**src/rtl/clk_rdy_irq_en.sv**
```systemverilog
module clk_rdy_irq_en #(
  parameter int NUM_SRC = 5,
  parameter int ADDR_W = 8,
  parameter int DATA_W = 32,
  parameter logic [ADDR_W-1:0] REG_ADDR = '0
) (
  input  logic               clk,
  input  logic               rst_n,
  input  logic               bus_sel,
  input  logic               bus_wr,
  input  logic [ADDR_W-1:0]  bus_addr,
  input  logic [DATA_W-1:0]  bus_wdata,
  input  logic               bus_secure,
  input  logic               bus_priv,
  output logic [DATA_W-1:0]  bus_rdata,
  input  logic [NUM_SRC-1:0] src_secure,
  input  logic               sec_priv_only,
  input  logic               ns_priv_only,
  input  logic [NUM_SRC-1:0] rdy_flag,
  output logic               irq
);

  localparam int PAD_W = DATA_W - NUM_SRC;

  logic [NUM_SRC-1:0] en_q;
  logic [NUM_SRC-1:0] rdata_q;
  logic [NUM_SRC-1:0] reach;
  logic               hit;
  logic               unused_wdata_hi;

  assign hit = bus_sel && (bus_addr == REG_ADDR);
  assign unused_wdata_hi = ^bus_wdata[DATA_W-1:NUM_SRC];

  for (genvar i = 0; i < NUM_SRC; i++) begin : g_filt
    logic sec_ok, priv_ok;
    assign sec_ok  = bus_secure || !src_secure[i];
    assign priv_ok = bus_priv || !(src_secure[i] ? sec_priv_only : ns_priv_only);
    assign reach[i] = sec_ok && priv_ok;
  end

  always_ff @(posedge clk or negedge rst_n) begin
    if (!rst_n) begin
      en_q <= '0;
    end else if (hit && bus_wr) begin
      en_q <= (bus_wdata[NUM_SRC-1:0] & reach) | (en_q & ~reach);
    end
  end

  always_ff @(posedge clk or negedge rst_n) begin
    if (!rst_n) rdata_q <= '0;
    else        rdata_q <= (hit && !bus_wr) ? (en_q & reach) : '0;
  end

  assign bus_rdata = {{PAD_W{1'b0}}, rdata_q};
  assign irq = |(en_q & rdy_flag);

endmodule

```
**config.mk**
```make
export PLATFORM = sky130hd
export DESIGN_NAME = clk_rdy_irq_en
export DESIGN_NICKNAME = d
export VERILOG_FILES = /design/src/rtl/clk_rdy_irq_en.sv
export SDC_FILE = /design/constraint.sdc
export NUM_CORES = 1
export LEC_CHECK = 0
export CAP_MARGIN = 20
export CORE_AREA = 2 2 39 41
export DETAILED_ROUTE_END_ITERATION = 7
export DIE_AREA = 0 0 41 43
export DONT_BUFFER_PORTS = 1
export PLACE_DENSITY_LB_ADDON = 0.08
export SLEW_MARGIN = 25
export SYNTH_ARGS = -nofsm -noshare
export SYNTH_HDL_FRONTEND = slang
export SYNTH_SLANG_ARGS = --single-unit
export TNS_END_PERCENT = 20
```
**constraint.sdc**
```tcl
create_clock -name clk -period 1.42 [get_ports clk]
set_clock_uncertainty 0.05 [all_clocks]
set_input_delay 0 -clock clk [delete_from_list [all_inputs] [get_ports clk]]
set_output_delay 0 -clock clk [all_outputs]
set_load 0.02 [all_outputs]
```
==> impl_results.md <==
- Status: finished clean
- Clk root buf: clkbuf_4
- Clk sinks: 10
- CTS Hold Bufs: 18
- # diodes: 0
- Worst vdd ir: 372 µV
- Period utilisation layout: ~91%
- Die Height: 43 µm
- Post-Syn Area: 785 µm²
- Fillers: 134
- Total congestion overflow: 0
- Synthesized flop and latch total: 10
- # nets final: about 160
- Clk pin slew, worst setup/hold paths: 0.06 ns
- Syn_area_per_cell: 10.1 µm²
- CTS tree: done
- Minimum clock period: 1.29 ns
- Number of antenna violations at the first check in global routing: 0
- Post-CTS Resized: 0
- Area grow syn2layout: 15.0%
- Max-Cap Viols: 0
- Multi-input gate area: 425 µm²
- Post-placement worst setup slack: roughly 0.13 ns
- Starting Density: a little under three fifths
- DR WL/cell: 13.9 µm
- Pwr per Cell Area: 691 mW/mm²
- Hold Vio Cnt, Final: 0
- Row cnt: 14
- Final setup vio count: 0
- IO Pins: 91
- Post-CTS Setup Inserts: 0
- Via Count: 574
- Worst EP arrival: 1.24 ns
- Worst hold margin: 0.0767 ns
- Setup ws final: 0.125 ns
- Setup TNS: 0 ns
- Leading cell type in the layout, fill and taps excluded: conb_1
- First-pass GRT wire length: 2510 µm
- Post-Syn Instances: between 70 and 80
- Port Buffer Count: 0
- Dpl cells: 93
- Max-slew violations: 0
- Chip Width: 41 µm
- GRT Overall Usage: 21.3%
- WP data required: around 1.4 ns
- Startpoint type of the worst setup path: flip-flop
- Drt pass-1 iters: 4
- Placeable Area: 0.00138 mm²
- HPWL after DPL: between 1000 and 1500 µm
- Crit end category: output port
- Most frequent cells in the layout: 27 x conb_1, 18 x dlygate4sd3_1, 10 x dfrtp_1
- Clock Tree Buf Depth: 2
- Post-route ant nets: 0
- Yosys cell types: 23
- Die area: 0.00176 mm²
- HP Class: in2async
- Non-filler instance count after layout: ~110
- Sequential area share after synthesis: 31.9%
- Unrepaired setup endpoints after global routing: no
- Initial drt markers: 11
- Syn. warnings: 0
- Vias in the first global route: approximately 570
- CTS Buf Count: 3
- Detailed Route WL: approximately 1600 µm
- Critical setup path kind: reg2out
- DR vias/cell: 5.04
- Largest net degree at the start of global routing: 11
- Crit-path max FO: 3
- Reg area: about 250 µm²
- H-tree Lvls: 1
- Max Freq: approximately 770 MHz
- Leakage: 0.467 nW
- Routability cong.: 0.709
- Residual DRC: 0
- Worst-Skew Late Latency: 0.25 ns
- Share of cells above drive strength 1: 8.16%
-- synth_stat cells --
master / n / area share, %
a221oi_2: 1 / 1.9
a222oi_1: 1 / 1.3
a22oi_1: 2 / 1.9
and3_1: 1 / 0.80
and3_2: 1 / 0.96
and4b_1: 4 / 5.1
buf_4: 27 / 26
conb_1: 1 / 0.48
dfrtp_1: 10 / 32
inv_1: 1 / 0.48
mux2_1: 4 / 5.7
mux2_2: 1 / 1.4
mux2i_1: 4 / 5.1
nand2_1: 1 / 0.48
nand2b_1: 4 / 3.2
nand4_2: 1 / 1.6
nor2_1: 5 / 2.4
nor2b_1: 1 / 0.80
nor3_1: 1 / 0.64
nor3b_1: 4 / 3.8
nor4_1: 1 / 0.80
nor4_4: 1 / 2.7
o21ai_0: 1 / 0.64
-- cell families after synthesis --
group | after synthesis | share of synthesized area, %
buffers and inverters | 28 | 26.3
and+or+nand+nor | 25 | 23.3
DFF | 10 | 31.9
muxes | 9 | 12.3
AOI/OAI and AO/OA | 5 | 5.74
other | 1 | 0.478
-- power by group --
part           leakage, nW  switching (mW)  internal [mW]
Combinational        0.313          0.0931         0.0549
Clock               0.0138          0.0881         0.0975
Sequential           0.140         0.00210          0.287
Total                0.467           0.183          0.440
-- stage by stage --
| stage | util, % | instance area (µm²) | power [mW] |
|---|---|---|---|
| after global placement | 50.5 | 699 | 0.392 |
| final | 65.2 | 902 | 0.623 |
| after floorplan | - | 882 | 0.446 |
| after global routing | 65.2 | 902 | 0.664 |
| after detailed placement | 50.5 | 699 | 0.393 |
| after CTS | 65.2 | 902 | 0.628 |
-- layer usage --
metal  global-route usage [%]  routed length, µm  vias up
met2                     35.9                834       42
met3                     1.57                170        2
met4                     10.0                 13        0
li1                         -                  -      263
met5                        0                  0        -
met1                     25.7                563      267
-- critical path, cell delays in order, from the launching register on --
cell and delay [ns]:
dfrtp_1 0.39, a222oi_1 0.36, nand2_1 0.23
-- cell type report --
cell class,count,share of cell area (%)
Multi-Input combinational cell,66,47.2
Clock buffer,3,2.50
Sequential cell,10,27.7
Tap cell,16,2.22
Timing Repair Buffer,18,20.0
Inverter,1,0.416
-- final timing paths --
path	start	endpoint	slack (ns)	cells past startpoint
setup / recovery	flip-flop	irq	0.13	2
hold / removal	rst_n	rdata_q[1]	0.08	1
setup reg to reg	flip-flop	flip-flop	0.57	1
hold reg to reg	flip-flop	flip-flop	0.47	1
max in group asynchronous	rst_n	rdata_q[4]	0.93	1
min in group clk	ns_priv_only	rdata_q[0]	0.10	3
No activity file was read; power rests on OpenSTA's default activity.
